===== config.mk =====
export PLATFORM = sky130hd
export DESIGN_NAME = i2c_mbox_bridge
export DESIGN_NICKNAME = d
export VERILOG_FILES = /design/src/rtl/mbox_pkg.sv /design/src/rtl/mbx_pin_filter.sv /design/src/rtl/mbx_i2c_engine.sv /design/src/rtl/mbx_reg_banks.sv /design/src/rtl/i2c_mbox_bridge.sv
export SDC_FILE = /design/constraint.sdc
export NUM_CORES = 1
export LEC_CHECK = 0
export BUFFER_PORTS_ARGS = -buffer_cell sky130_fd_sc_hd__buf_2
export CORE_UTILIZATION = 61
export CTS_BUF_LIST = sky130_fd_sc_hd__clkbuf_8 sky130_fd_sc_hd__clkbuf_16
export DETAILED_ROUTE_END_ITERATION = 12
export HOLD_SLACK_MARGIN = 0.08
export PLACE_DENSITY = 0.8
export SLEW_MARGIN = 20
export SYNTH_ARGS = -nofsm -noshare
export SYNTH_HDL_FRONTEND = slang
export SYNTH_SLANG_ARGS = --single-unit

===== constraint.sdc =====
create_clock -name clk -period 2.5 [get_ports clk]
set_input_delay 0.25 -clock clk [delete_from_list [all_inputs] [get_ports clk]]
set_output_delay 0.25 -clock clk [all_outputs]
set_load 0.05 [all_outputs]

===== src/rtl/mbox_pkg.sv =====
package mbox_pkg;

    typedef enum logic [2:0] {
        ST_IDLE,
        ST_ADDR,
        ST_ADDR_ACK,
        ST_WR_BYTE,
        ST_WR_ACK,
        ST_RD_BYTE,
        ST_RD_ACK,
        ST_IGNORE
    } eng_state_t;

    localparam int OUT_REGS    = 3;
    localparam int CTRL_IDX    = 3;
    localparam int IN_BASE     = 4;
    localparam int IRQ_CLR_BIT = 0;

endpackage


===== src/rtl/mbx_pin_filter.sv =====
module mbx_pin_filter #(
    parameter int FILT_LEN = 4
) (
    input  logic clk,
    input  logic rst_n,
    input  logic pin_i,
    output logic filt_o
);
    localparam int CW = $clog2(FILT_LEN + 1);

    logic [1:0]    sync_q;
    logic [CW-1:0] cnt_q;

    always_ff @(posedge clk or negedge rst_n) begin
        if (!rst_n) begin
            sync_q <= 2'b11;
            filt_o <= 1'b1;
            cnt_q  <= '0;
        end else begin
            sync_q <= {sync_q[0], pin_i};
            if (sync_q[1] != filt_o) begin
                if (cnt_q == CW'(FILT_LEN - 1)) begin
                    filt_o <= sync_q[1];
                    cnt_q  <= '0;
                end else begin
                    cnt_q <= cnt_q + 1'b1;
                end
            end else begin
                cnt_q <= '0;
            end
        end
    end

    // the filtered level only moves after a full stable window
    a_r2_filter_wait: assert property (@(posedge clk) disable iff (!rst_n)
        !$stable(filt_o) |-> $past(cnt_q) == CW'(FILT_LEN - 1));

endmodule


===== src/rtl/mbx_i2c_engine.sv =====
module mbx_i2c_engine
    import mbox_pkg::*;
#(
    parameter logic [6:0] TARGET_ADDR = 7'h42
) (
    input  logic       clk,
    input  logic       rst_n,
    input  logic       scl_f,
    input  logic       sda_f,
    input  logic [7:0] out_byte,
    output logic       sda_oe,
    output logic [7:0] ptr,
    output logic       wr_stb,
    output logic [7:0] wr_data,
    output logic       rd_done
);
    eng_state_t state, nstate;
    logic       scl_q, sda_q;
    logic [3:0] bitcnt;
    logic [7:0] sh;
    logic       ptr_pend;
    logic       mnack;

    always_ff @(posedge clk or negedge rst_n) begin
        if (!rst_n) begin
            scl_q <= 1'b1;
            sda_q <= 1'b1;
        end else begin
            scl_q <= scl_f;
            sda_q <= sda_f;
        end
    end

    logic ev_start, ev_stop, scl_rise, scl_fall;
    assign ev_start = scl_f & scl_q & sda_q & ~sda_f;
    assign ev_stop  = scl_f & scl_q & ~sda_q & sda_f;
    assign scl_rise = scl_f & ~scl_q;
    assign scl_fall = ~scl_f & scl_q;

    // next-state logic
    always_comb begin
        nstate = state;
        if (ev_stop) begin
            nstate = ST_IDLE;
        end else if (ev_start) begin
            nstate = ST_ADDR;
        end else begin
            unique case (state)
                ST_IDLE, ST_IGNORE: ;
                ST_ADDR:
                    if (scl_fall && bitcnt == 4'd8)
                        nstate = (sh[7:1] == TARGET_ADDR) ? ST_ADDR_ACK : ST_IGNORE;
                ST_ADDR_ACK:
                    if (scl_fall) nstate = sh[0] ? ST_RD_BYTE : ST_WR_BYTE;
                ST_WR_BYTE:
                    if (scl_fall && bitcnt == 4'd8) nstate = ST_WR_ACK;
                ST_WR_ACK:
                    if (scl_fall) nstate = ST_WR_BYTE;
                ST_RD_BYTE:
                    if (scl_fall && bitcnt == 4'd7) nstate = ST_RD_ACK;
                ST_RD_ACK:
                    if (scl_fall) nstate = mnack ? ST_IGNORE : ST_RD_BYTE;
                default: nstate = ST_IDLE;
            endcase
        end
    end

    // state register
    always_ff @(posedge clk or negedge rst_n) begin
        if (!rst_n) state <= ST_IDLE;
        else        state <= nstate;
    end

    // strobes toward the register banks
    assign wr_stb  = (state == ST_WR_BYTE) && scl_fall && (bitcnt == 4'd8) && !ptr_pend;
    assign wr_data = sh;
    assign rd_done = (state == ST_RD_BYTE) && scl_fall && (bitcnt == 4'd7);

    // shift register, bit counter and pointer
    always_ff @(posedge clk or negedge rst_n) begin
        if (!rst_n) begin
            bitcnt   <= '0;
            sh       <= '0;
            ptr      <= '0;
            ptr_pend <= 1'b0;
            mnack    <= 1'b0;
        end else if (ev_start || ev_stop) begin
            bitcnt <= '0;
            if (ev_start) ptr_pend <= 1'b1;
        end else begin
            unique case (state)
                ST_ADDR:
                    if (scl_rise) begin
                        sh     <= {sh[6:0], sda_f};
                        bitcnt <= bitcnt + 4'd1;
                    end
                ST_ADDR_ACK:
                    if (scl_fall) begin
                        bitcnt <= '0;
                        if (sh[0]) sh <= out_byte;
                    end
                ST_WR_BYTE:
                    if (scl_rise) begin
                        sh     <= {sh[6:0], sda_f};
                        bitcnt <= bitcnt + 4'd1;
                    end else if (scl_fall && bitcnt == 4'd8) begin
                        if (ptr_pend) begin
                            ptr      <= sh;
                            ptr_pend <= 1'b0;
                        end else begin
                            ptr <= ptr + 8'd1;
                        end
                    end
                ST_WR_ACK:
                    if (scl_fall) bitcnt <= '0;
                ST_RD_BYTE:
                    if (scl_fall) begin
                        bitcnt <= bitcnt + 4'd1;
                        sh     <= {sh[6:0], 1'b0};
                        if (bitcnt == 4'd7) ptr <= ptr + 8'd1;
                    end
                ST_RD_ACK:
                    if (scl_rise) begin
                        mnack <= sda_f;
                    end else if (scl_fall) begin
                        bitcnt <= '0;
                        sh     <= out_byte;
                    end
                default: ;
            endcase
        end
    end

    // output decode
    always_comb begin
        unique case (state)
            ST_ADDR_ACK, ST_WR_ACK: sda_oe = 1'b1;
            ST_RD_BYTE:             sda_oe = ~sh[7];
            default:                sda_oe = 1'b0;
        endcase
    end

    // SDA is only moved while SCL is low
    a_r1_sda_scl_low: assert property (@(posedge clk) disable iff (!rst_n)
        !$stable(sda_oe) |-> !scl_f);

    // START enters address reception with a cleared bit count
    a_r3_start_addr: assert property (@(posedge clk) disable iff (!rst_n)
        ev_start |=> (state == ST_ADDR && bitcnt == 4'd0));

    // STOP returns to idle
    a_r3_stop_idle: assert property (@(posedge clk) disable iff (!rst_n)
        ev_stop |=> (state == ST_IDLE));

    // foreign address gives NACK and silence
    a_r4_foreign_nack: assert property (@(posedge clk) disable iff (!rst_n)
        (state == ST_ADDR && scl_fall && bitcnt == 4'd8 && sh[7:1] != TARGET_ADDR)
        |=> (state == ST_IGNORE && !sda_oe));

    // pointer advances after every stored write byte
    a_r5_ptr_step: assert property (@(posedge clk) disable iff (!rst_n)
        wr_stb |=> ptr == $past(ptr) + 8'd1);

    // pointer advances after every byte sent
    a_r7_read_step: assert property (@(posedge clk) disable iff (!rst_n)
        rd_done |=> ptr == $past(ptr) + 8'd1);

endmodule


===== src/rtl/mbx_reg_banks.sv =====
module mbx_reg_banks
    import mbox_pkg::*;
#(
    parameter int IN_REGS = 4,
    parameter int LB_AW   = 3
) (
    input  logic             clk,
    input  logic             rst_n,
    input  logic             lb_we,
    input  logic [LB_AW-1:0] lb_addr,
    input  logic [7:0]       lb_wdata,
    output logic [7:0]       lb_rdata,
    input  logic [7:0]       ptr,
    input  logic             wr_stb,
    input  logic [7:0]       wr_data,
    input  logic             rd_done,
    output logic [7:0]       out_byte,
    output logic             irq,
    output logic             attn
);
    logic [7:0] out_q [OUT_REGS];
    logic [7:0] in_q  [IN_REGS];

    logic ctrl_clr, out0_wr;
    assign ctrl_clr = lb_we && (lb_addr == LB_AW'(CTRL_IDX)) && lb_wdata[IRQ_CLR_BIT];
    assign out0_wr  = lb_we && (lb_addr == LB_AW'(0));

    for (genvar g = 0; g < OUT_REGS; g++) begin : g_out
        always_ff @(posedge clk or negedge rst_n) begin
            if (!rst_n)                                  out_q[g] <= '0;
            else if (lb_we && lb_addr == LB_AW'(g))      out_q[g] <= lb_wdata;
        end
    end

    for (genvar g = 0; g < IN_REGS; g++) begin : g_in
        always_ff @(posedge clk or negedge rst_n) begin
            if (!rst_n)                                  in_q[g] <= '0;
            else if (wr_stb && ptr == 8'(g))             in_q[g] <= wr_data;
        end
    end

    always_ff @(posedge clk or negedge rst_n) begin
        if (!rst_n) begin
            irq  <= 1'b0;
            attn <= 1'b0;
        end else begin
            if (wr_stb)        irq <= 1'b1;
            else if (ctrl_clr) irq <= 1'b0;
            if (out0_wr)                       attn <= 1'b1;
            else if (rd_done && ptr == 8'd0)   attn <= 1'b0;
        end
    end

    always_comb begin
        out_byte = 8'h00;
        for (int i = 0; i < OUT_REGS; i++)
            if (ptr == 8'(i)) out_byte = out_q[i];
    end

    always_comb begin
        lb_rdata = 8'h00;
        for (int i = 0; i < OUT_REGS; i++)
            if (lb_addr == LB_AW'(i)) lb_rdata = out_q[i];
        if (lb_addr == LB_AW'(CTRL_IDX)) lb_rdata = {6'b0, attn, irq};
        for (int j = 0; j < IN_REGS; j++)
            if (lb_addr == LB_AW'(IN_BASE + j)) lb_rdata = in_q[j];
    end

    // a stored master byte always raises the interrupt
    a_r6_irq_set: assert property (@(posedge clk) disable iff (!rst_n)
        wr_stb |=> irq);

    // a local clear without a concurrent set drops the interrupt
    a_r6_irq_clr: assert property (@(posedge clk) disable iff (!rst_n)
        (ctrl_clr && !wr_stb) |=> !irq);

    // writing outbound register 0 raises attention
    a_r8_attn_set: assert property (@(posedge clk) disable iff (!rst_n)
        out0_wr |=> attn);

    // finishing the read of register 0 drops attention
    a_r9_attn_clr: assert property (@(posedge clk) disable iff (!rst_n)
        (rd_done && ptr == 8'd0 && !out0_wr) |=> !attn);

endmodule


===== src/rtl/i2c_mbox_bridge.sv =====
module i2c_mbox_bridge
    import mbox_pkg::*;
#(
    parameter logic [6:0] TARGET_ADDR = 7'h42,
    parameter int         IN_REGS     = 4,
    parameter int         FILT_LEN    = 4,
    localparam int        LB_AW       = $clog2(IN_BASE + IN_REGS)
) (
    input  logic             clk,
    input  logic             rst_n,
    input  logic             scl_i,
    input  logic             sda_i,
    output logic             sda_oe_o,
    input  logic             lb_we_i,
    input  logic [LB_AW-1:0] lb_addr_i,
    input  logic [7:0]       lb_wdata_i,
    output logic [7:0]       lb_rdata_o,
    output logic             irq_o,
    output logic             attn_o
);
    localparam int PINS = 2;

    logic [PINS-1:0] pin_raw, pin_filt;
    assign pin_raw = {scl_i, sda_i};

    for (genvar g = 0; g < PINS; g++) begin : g_pin
        mbx_pin_filter #(.FILT_LEN(FILT_LEN)) i_filt (
            .clk    (clk),
            .rst_n  (rst_n),
            .pin_i  (pin_raw[g]),
            .filt_o (pin_filt[g])
        );
    end

    logic [7:0] ptr, wr_data, out_byte;
    logic       wr_stb, rd_done;

    mbx_i2c_engine #(.TARGET_ADDR(TARGET_ADDR)) i_engine (
        .clk      (clk),
        .rst_n    (rst_n),
        .scl_f    (pin_filt[1]),
        .sda_f    (pin_filt[0]),
        .out_byte (out_byte),
        .sda_oe   (sda_oe_o),
        .ptr      (ptr),
        .wr_stb   (wr_stb),
        .wr_data  (wr_data),
        .rd_done  (rd_done)
    );

    mbx_reg_banks #(.IN_REGS(IN_REGS), .LB_AW(LB_AW)) i_banks (
        .clk      (clk),
        .rst_n    (rst_n),
        .lb_we    (lb_we_i),
        .lb_addr  (lb_addr_i),
        .lb_wdata (lb_wdata_i),
        .lb_rdata (lb_rdata_o),
        .ptr      (ptr),
        .wr_stb   (wr_stb),
        .wr_data  (wr_data),
        .rd_done  (rd_done),
        .out_byte (out_byte),
        .irq      (irq_o),
        .attn     (attn_o)
    );

endmodule


Word level (Yosys, flattened, before mapping)
Index checks and enable logic that the tools add are counted.
{"block": "classes", "n_addsub": 4, "mul": 0, "div_mod_pow": 0, "n_lt_le_gt_ge": 0, "n_eq_ne": 43, "n_shift": 0, "n_mux": 56, "bitwise_logic": 13, "n_reduce_logical": 40}
{"operator": "8-bit 2-to-1 mux", "count": 22}
{"operator": "3-bit 2-to-1 mux", "count": 14}
{"operator": "8-bit case mux with 4 select lines", "count": 1}
{"operator": "4-bit by 1-bit != test with 1-bit output, second input constant", "count": 6}
{"operator": "3-bit equality test, second input constant", "count": 7}
{"operator": "4-bit 2-to-1 mux", "count": 5}
{"operator": "3-bit by 2-bit equality test with 1-bit output, second input constant", "count": 6}
{"operator": "3-bit case mux with 6 select lines", "count": 1}
{"operator": "1-bit logical AND", "count": 17}
{"operator": "8-bit by 2-bit equality test with 1-bit output, second input constant", "count": 2}
{"operator": "2-bit by 1-bit != test with 1-bit output, second input constant", "count": 8}
{"operator": "4-bit case mux with 4 select lines", "count": 1}
{"operator": "8-bit case mux with 2 select lines", "count": 1}
{"operator": "7-bit AND reduction", "count": 2}
{"operator": "2-bit nonzero test", "count": 5}
{"operator": "1-bit 2-to-1 mux", "count": 9}
{"operator": "8-bit by 1-bit adder with 8-bit output, second input constant", "count": 1}
{"operator": "8-bit by 1-bit equality test with 1-bit output, second input constant", "count": 1}
{"operator": "8-bit zero test", "count": 1}
{"operator": "4-bit AND reduction", "count": 2}
{"operator": "8-bit AND reduction", "count": 1}
{"operator": "8-bit nonzero test", "count": 1}
{"operator": "1-bit bitwise AND", "count": 7}
{"operator": "7-bit equality test, second input constant", "count": 1}
{"operator": "22 further kinds", "count": 34}
{"block": "word_totals", "register_bits": 97, "latch_bits": 0, "ramBits": 0, "romBits": 0, "inputBits": 16, "output_inout_bits": 11, "mem_count": 0}

Depth between registers and ports, before layout
Gate-level depths: netlist (run 1).
{"block": "logic_depth", "depth_word": 9, "depth_mapped": 8, "depth_no_buf": 6}

Hierarchy
Synthesis (run 1) repeated with hierarchy kept, for this count alone.
{"block": "unflattened", "cells_unflattened": 468, "area_unflattened_um2": 5167.5}
{"module": "mbx_reg_banks", "n_inst": 1, "cells_each": 242, "area_per_inst_um2": 2924.1, "seq_area_each_um2": 1451.4}
{"module": "mbx_i2c_engine", "n_inst": 1, "cells_each": 200, "area_per_inst_um2": 1803.0, "seq_area_each_um2": 678.2}
{"module": "mbx_pin_filter", "n_inst": 2, "cells_each": 13, "area_per_inst_um2": 220.2, "seq_area_each_um2": 153.9}

Worst setup path before layout (run 1)
OpenSTA, ideal clock, no wires.
{"block": "synth_path", "path_type": "reg2reg", "start": "register i_engine.scl_q", "end": "register i_banks.in_q[0] (netlist bit)", "arrival_time_ps": 1982, "path_slack_ps": 393, "stages_incl_launch_ff": 8, "n_path_buf": 3, "synth_period_minus_slack_ps": 2107, "path_cell_list": "dfstp_2 -> clkbuf_2 -> nand2b_1 -> clkbuf_8 -> nor4_4 -> and4_2 -> buf_4 -> mux2_2"}
{"block": "synth_via", "elab_chain_cells": 5}
{"item": "start, declared", "line_no": "mbx_i2c_engine.sv:18", "rtl": "logic scl_q, sda_q;"}
{"item": "start signal, assigned", "line_no": "mbx_i2c_engine.sv:29", "rtl": "scl_q <= scl_f;"}
{"item": "1-bit bitwise AND", "line_no": "mbx_i2c_engine.sv:38", "rtl": "assign scl_fall = ~scl_f & scl_q;"}
{"item": "1-bit logical AND (3 in series)", "line_no": "mbx_i2c_engine.sv:75", "rtl": "assign wr_stb = (state == ST_WR_BYTE) && scl_fall && (bitcnt == 4'd8) && !ptr_pend;"}
{"item": "1-bit logical AND", "line_no": "mbx_reg_banks.sv:38", "rtl": "else if (wr_stb && ptr == 8'(g)) in_q[g] <= wr_data;"}
{"item": "end signal, assigned by index", "line_no": "mbx_reg_banks.sv:38"}
{"item": "end, declared", "line_no": "mbx_reg_banks.sv:22", "rtl": "logic [7:0] in_q [IN_REGS];"}
No other way between the ends.
A chain may end at the register's enable or synchronous reset.

Worst setup path in the final report (run 1)
{"block": "layout_path", "start": "register i_engine.bitcnt[0]", "end": "register i_banks.in_q[7] (netlist bit)"}
{"block": "layout_via", "elab_chain_cells": 4}
{"item": "start, declared", "line_no": "mbx_i2c_engine.sv:19", "rtl": "logic [3:0] bitcnt;"}
{"item": "start signal, assigned", "line_no": "mbx_i2c_engine.sv:95", "rtl": "bitcnt <= bitcnt + 4'd1;"}
{"item": "start signal, assigned", "line_no": "mbx_i2c_engine.sv:105", "rtl": "bitcnt <= bitcnt + 4'd1;"}
{"item": "start signal, assigned", "line_no": "mbx_i2c_engine.sv:118", "rtl": "bitcnt <= bitcnt + 4'd1;"}
{"item": "4-bit equality test", "line_no": "mbx_i2c_engine.sv:75"}
{"item": "1-bit logical AND (2 in series)", "line_no": "mbx_i2c_engine.sv:75"}
{"item": "1-bit logical AND", "line_no": "mbx_reg_banks.sv:38"}
No other way between the ends.

==> results of run 1 <==
==> routing by layer <==
metal  vias up  GRT usage (%)
met5         -              0
met4         0          9.231
met3        25          3.317
met2       142          47.69
met1      1851          39.26
li1       1695              -
==> critical path, delay by kind of cell, from the launching register on <==
family | cells | cell delay, ns
and+or+nand+nor | 3 | 1.22
muxes | 1 | 0.36
adders and majority gates | 1 | 0.14
DFF | 1 | 0.40
buffers and inverters | 1 | 0.09
==> layout by cell type, fill, tap and decap left out, drive strengths merged, types with 3 or more instances in the layout <==
cell type,count
xnor2,4
and3,3
o211ai,9
a31oi,6
nor3,14
buf,42
nand4,5
ha,8
nand3,4
a211oi,8
a22o,3
clkbuf,10
nand4b,3
nor2,13
nand3b,4
o2bb2ai,4
inv,20
nand2b,4
o2111ai,8
dlygate4sd3,3
nor4,3
nand2,29
nor2b,7
mux4,10
mux2i,11
mux2,61
dfstp,8
a21oi,21
o21ai,7
a22oi,4
nor3b,7
dfrtp,89
o221ai,6
==> power by group <==
part	internal [mW]	switching [mW]
clock	0.492	0.553
sequential	1.84	0.410
combinational	0.511	0.623
==> how the worst max path moves through the flow <==
stage	endpoint	slack, ns	cells past startpoint
2_1_floorplan	i_banks.in_q[0]	0.39	7
3_3_place_gp	i_banks.in_q[4]	0.24	6
3_5_place_dp	i_banks.in_q[7]	0.17	6
4_1_cts	i_banks.in_q[7]	0.16	6
5_1_grt	i_banks.in_q[13]	0.02	6
6_report	i_banks.in_q[7]	0.18	6
==> state kept, by name, indices dropped and copies added (netlist names), 3 cells and up <==
name / count
i_engine.ptr: 8
i_banks.in_q: 32
i_banks.out_q: 24
g_pin.i_filt.sync_q: 4
i_engine.bitcnt: 4
g_pin.i_filt.cnt_q: 6
i_engine.wr_data: 8
i_engine.state: 3
==> layout make-up <==
type | instances | share of cell area [%]
clock buffers | 10 | 2.460
clock inverters | 6 | 1.185
well taps | 105 | 2.348
multi-input cells | 292 | 43.96
flip-flops and latches | 97 | 43.56
repair buffers | 45 | 5.277
inverters | 18 | 1.208
==> logic make-up after synthesis <==
kind of cell	after synthesis	share of synthesized area (%)
simple gates	103	12.08
flops	97	47.45
compound gates	94	13.11
mux	82	19.90
buf+inv	47	4.653
fa+ha+maj	8	1.949
xor+xnor	5	0.8526
==> through the flow <==
| step | hold slack (ns) | std cells | power [mW] |
|---|---|---|---|
| 3_5_place_dp | 0.3487 | 554 | 3.405 |
| 5_1_grt | 0.1381 | 573 | 4.672 |
| 4_1_cts | 0.1290 | 573 | 4.445 |
| 6_report | 0.1385 | 573 | 4.430 |
| 3_3_place_gp | 0.3479 | 554 | 3.331 |
| 2_1_floorplan | -0.04559 | 436 | 3.054 |
==> results by group, run 1 <==
Run status
  – Outcome: complete, no violations

Placed design
  – GPL Wtd Cong: 0.8480
  – PortBufs: 26
  – HPWL after detailed placement: 7.867 mm
  – DP Area: 0.005361 mm^2
  – Dpl ws: 0.1663 ns

Routing
  – Vias: 3713
  – DR DRC count: 0
  – Post-Route WL: 11.34 mm
  – Drt first pass iters: 5
  – Top Metal Used: met4
  – Met3 wire length: 681 um
  – DR iter-0 viols: 250
  – M1 WL: 4.835 mm
  – Routed wl met2: 5.570 mm
  – Avg WL per Cell: 19.79 um
  – Final ANT Viol Nets: 0
  – Vias per std cell: 6.480

Synthesis
  – Leading area contributor after synthesis: dfrtp_1
  – Syn Std Cell Area: 0.005136 mm^2
  – Synthesized flop and latch total: 97
  – Post-synth net total: 460
  – Synth Flop Type: dfrtp_1
  – Syn. warnings: 0
  – Syn Area/Cell: 11.78 um^2
  – Sequential area share after synthesis: 47.45%
  – Synthesized instance count: 436
  – Number of synthesized flops with an enable pin: 0
  – Distinct cells, synth: 67
  – Post-synth top cells: dfrtp_1, mux2_2, nand2_1, a21oi_1, inv_1
  – Most frequent cell after synthesis: dfrtp_1
  – Synth area leaders: dfrtp_1, mux2_2, mux4_2
  – Post-synth top area share: 43.36%
  – Ys async rst share: 100.0%

Clock tree
  – Max clock buf depth: 2
  – CTS H-Tree Depth: 3
  – Total CTS buffers: 9
  – Clock net sink count: 97
  – Hold buffers post-CTS: 3
  – Clock slew at reported path FFs: 0.10 ns
  – Root Driver: clkbuf_8
  – CTS tree: done
  – CTS resizes: 0
  – Setup bufs post-CTS: 0
  – Clock Latency Late Sink: 0.37 ns

Die
  – Io pins: 27
  – Core Region: 0.008175 mm^2
  – FP Rows: 33
  – Starting density of the core: 62.83%
  – Die ar.: 0.008791 mm^2
  – Chip Width: 93.76 um
  – Die height: 93.76 um

Layout
  – Post-layout util: 68.44%
  – Share of cells above drive strength 1: 31.41%
  – Cell area after layout: 0.005595 mm^2
  – FF/Latch Area: 0.002437 mm^2
  – Filler instances: 575
  – Layout net count: 487
  – P&R area growth vs syn: 8.940%
  – Ant. Diodes: 0
  – Area of the multi-input gates: 0.002460 mm^2

Worst setup path
  – Startpoint Class: flop
  – Largest stage delay on the critical path: 0.57 ns
  – Required @ worst endpoint: 2.76 ns
  – Crit end category: flop
  – Critical Path Start: i_engine.bitcnt[0]
  – FF-to-FF setup slack: 0.18 ns
  – Critical Path AT: 2.58 ns
  – RR Startpoint: i_engine.bitcnt[0]
  – Worst Path Max Fanout: 8
  – Reg2reg end: i_banks.in_q[7]
  – Crit path kind: reg2reg
  – Cell Chain, Critical Path: inv_1 -> ha_1 -> nand3b_1 -> nor4_4 -> and4_2 -> mux2_2
  – R2R depth: 6
  – Slowest-stage cell, CP: nor4_4

Flow run
  – Max_cap viols: 0

Global route
  – Largest net degree at the start of global routing: 60
  – Antenna violations before repair: 0
  – Global-route wire length before repair: 19.17 mm
  – GRT Overall Usage: 28.64%
  – Vias in the first global route: 3724
  – Overflow after GRT: 0

STA
  – Relative slew margins: 46.22%
  – Pins Over Slew Limit: 0
  – Final setup TNS: 0 ns
  – RSZ-0062 raised after global routing: false
  – Final hold viol count: 0
  – Post-layout min period: 2.320 ns
  – Fin crit share: 92.79%
  – Fmax: 431.1 MHz
  – Final setup fails: 0
  – Slew @ Worst Pin: 0.8005 ns
  – Post-route setup slack: 0.1803 ns
  – Fin Clk Skew: 0.01070 ns

Min path
  – Hold depth: 2
  – Worst Hold Launch: lb_wdata_i[3]
  – Worst hold path class: in2reg
  – Hold path endpoint: i_banks.out_q[11]

Power
  – PD cells: 791.8 mW/mm^2
  – Pleak: 2.442 nW
  – Worst VDD drop: 590.8 uV
(Power assumes the default switching activity.)
==> run 2, diff against run 1 <==
==> constraint.sdc (replaced) <==
create_clock -name clk -period 2.5 [get_ports clk]
set_input_delay 0 -clock clk [delete_from_list [all_inputs] [get_ports clk]]
set_output_delay 0 -clock clk [all_outputs]
set_load 0.05 [all_outputs]
==> run 2 against run 1 <==
Compared with the run above: core utilization rose by 0.57 points; critical endpoint is now i_banks.in_q[1]; die area did not move; combinational power barely moved; largest cell class unchanged; via count rose by 1.5%; largest power group unchanged; critical path type unchanged.
==> results by group, run 2 (synthesized netlist as in run 1, its figures left out) <==
Run status
  – Outcome: complete, no violations

STA
  – Final setup fails: 0 (unchanged)
  – Relative slew margins: 41.68% (-4.5 points)
  – Hold_ws: 0.09620 ns (-0.04230 ns)
  – Post-layout min period: 2.221 ns (-0.09909 ns)
  – Fmax: 450.3 MHz (+4.5%)
  – Fin Clk Skew: 0.01316 ns (+0.002455 ns)
  – Final setup TNS: 0 ns (unchanged)
  – RSZ-0062 raised after global routing: false
  – Fin crit share: 88.82% (-4.0 points)
  – Pins Over Slew Limit: 0 (unchanged)
  – Final hold viol count: 0 (unchanged)
  – Post-route setup slack: 0.2794 ns (+0.09909 ns)
  – Slew @ Worst Pin: 0.8627 ns (+0.06218 ns)

Worst setup path
  – Crit path kind: reg2reg
  – Largest stage delay on the critical path: 0.56 ns (about the same)
  – Slowest-stage cell, CP: or4_4
  – Worst Path Max Fanout: 8 (unchanged)
  – Startpoint Class: flop
  – Crit end category: flop
  – Critical Path AT: 2.48 ns (-0.10 ns)
  – Required @ worst endpoint: 2.76 ns (about the same)
  – Reg2reg end: i_banks.in_q[1]
  – Cell Chain, Critical Path: or4_4 -> nor3_4 -> and4_2 -> mux2_2
  – FF-to-FF setup slack: 0.28 ns (+0.10 ns)
  – R2R depth: 4 (-2)
  – RR Startpoint: i_engine.ptr[5]

Global route
  – Global-route wire length before repair: 18.51 mm (-3.5%)
  – Largest net degree at the start of global routing: 64 (+6.7%)
  – GRT Overall Usage: 27.86% (-0.78 points)
  – Vias in the first global route: 3725 (+0.027%)
  – Overflow after GRT: 0 (unchanged)
  – Antenna violations before repair: 0 (unchanged)

Layout
  – P&R area growth vs syn: 9.842%
  – Most frequent cells in the layout: dfrtp_1, mux2_2, nand2_1
  – Ant. Diodes: 0 (unchanged)
  – Most common cell after layout, fill and taps aside: dfrtp_1
  – Filler instances: 584 (+1.6%)
  – Max reg flops: 32 (unchanged)
  – Largest register by flop count: i_banks.in_q
  – FF/Latch Area: 0.002437 mm^2 (unchanged)
  – Largest regs: i_banks.in_q x32, i_banks.out_q x24
  – Share of cells above drive strength 1: 30.88% (-0.53 points)
  – Final std cells w/o fill: 581 (+1.4%)
  – Post-layout util: 69.01% (+0.57 points)
  – Layout net count: 495 (+1.6%)
  – Area of the multi-input gates: 0.002460 mm^2 (unchanged)

Clock tree
  – CTS tree: done
  – Max clock buf depth: 2 (unchanged)
  – Clock net sink count: 97 (unchanged)
  – Clock slew at reported path FFs: 0.10 ns (about the same)
  – Total CTS buffers: 9 (unchanged)
  – Clock Latency Late Sink: 0.38 ns (about the same)
  – Setup bufs post-CTS: 0 (unchanged)
  – Root Driver: clkbuf_8
  – CTS H-Tree Depth: 3 (unchanged)

Placed design
  – Dpl ws: 0.3029 ns (+0.1366 ns)
  – PortBufs: 26 (unchanged)
  – GPL Wtd Cong: 0.8795 (+3.7%)
  – Placed cell count: 554 (unchanged)
  – HPWL after detailed placement: 7.835 mm (-0.42%)

Die
  – Io pins: 27 (unchanged)
  – Die ar.: 0.008791 mm^2 (unchanged)
  – Starting density of the core: 62.83% (unchanged)
  – FP Rows: 33 (unchanged)
  – Core Region: 0.008175 mm^2 (unchanged)
  – Die height: 93.76 um (unchanged)
  – Chip Width: 93.76 um (unchanged)

Routing
  – Vias per std cell: 6.489 (+0.14%)
  – DR iter-0 viols: 321 (+28%)
  – Final ANT Viol Nets: 0 (unchanged)
  – Drt first pass iters: 5 (unchanged)
  – DR DRC count: 0 (unchanged)
  – Post-Route WL: 11.30 mm (-0.29%)
  – Vias: 3770 (+1.5%)
  – Avg WL per Cell: 19.46 um (-1.7%)

Power
  – Reg power frac: 52.3% (+1.5 points)
  – Pleak: 2.463 nW (+0.89%)
  – Clock share of power: 21.3% (-2.3 points)
  – Combinational Power Share: 26.4% (+0.8 points)
  – Net Sw Frac: 36.80% (+0.99 points)
  – Int Pwr: 2.715 mW (-4.5%)
  – Psw: 1.580 mW (-0.35%)
  – PD cells: 761.3 mW/mm^2 (-3.8%)
  – Worst VDD drop: 543.5 uV (-8.0%)

Min path
  – Worst hold path class: in2async

Flow run
  – Max_cap viols: 0 (unchanged)
[run 2: cell count changes in the layout (fill, tap and decap cells not counted), sizes merged]
cell,change
bufinv,-1
clkbuf,-1
dlygate4sd3,+8
inv,+1
clkinv,+1
[run 2: power groups by stage]
| stage | sequential (mW) | combinational, mW | clock, mW |
|---|---|---|---|
| finish | 2.25 | 1.13 | 0.916 |
| global route | 2.28 | 1.25 | 1.00 |
| CTS | 2.24 | 1.13 | 0.934 |
| detailed placement | 2.27 | 1.11 | 0 |
| global placement | 2.25 | 1.07 | 0 |
| floorplan | 2.04 | 1.01 | 0 |
[run 2: stage by stage]
stage	instance area, um^2	total power [mW]
after floorplan	5136	3.054
after global placement	5361	3.313
after detailed placement	5361	3.381
after CTS	5642	4.303
after global routing	5642	4.535
final	5642	4.295
[run 2: critical path, delay by kind of cell, from the launching register on]
family | cells | cell delay [ns]
flip-flops | 1 | 0.44
AND/OR/NAND/NOR | 3 | 1.30
multiplexers | 1 | 0.37
[run 2: layout make-up]
class,instances,area share [%]
Clock buffer,9,2.196
Clock inverter,7,0.8206
Inverter,18,1.198
Multi-Input combinational cell,292,43.60
Sequential cell,97,43.20
Tap cell,105,2.329
Timing Repair Buffer,53,6.653
[run 2: what timing repair did]
action | in CTS | in global routing
endpoints found under the hold margin | 124 | 0
hold buffers | 11 | 0
resized for setup | 0 | 0
[run 2: worst max-delay path by stage]
stage	startpoint	endpoint	slack, ns
after global routing	i_engine.scl_q	i_engine.wr_data[1]	0.1
final	i_engine.ptr[5]	i_banks.in_q[1]	0.28
after global placement	i_engine.ptr[5]	i_banks.in_q[3]	0.35
after CTS	i_engine.ptr[5]	i_banks.in_q[1]	0.28
after floorplan	i_engine.scl_q	i_banks.in_q[0]	0.39
after detailed placement	i_engine.ptr[5]	i_banks.in_q[1]	0.30
[run 2: metal layers]
metal  vias up  routed length [um]  global-route usage [%]
met5         -                   0                       0
met4         0                 311                   11.54
met3        29                 652                   5.583
met2       155                5537                   45.01
met1      1878                4802                   36.71
li1       1708                   -                       -
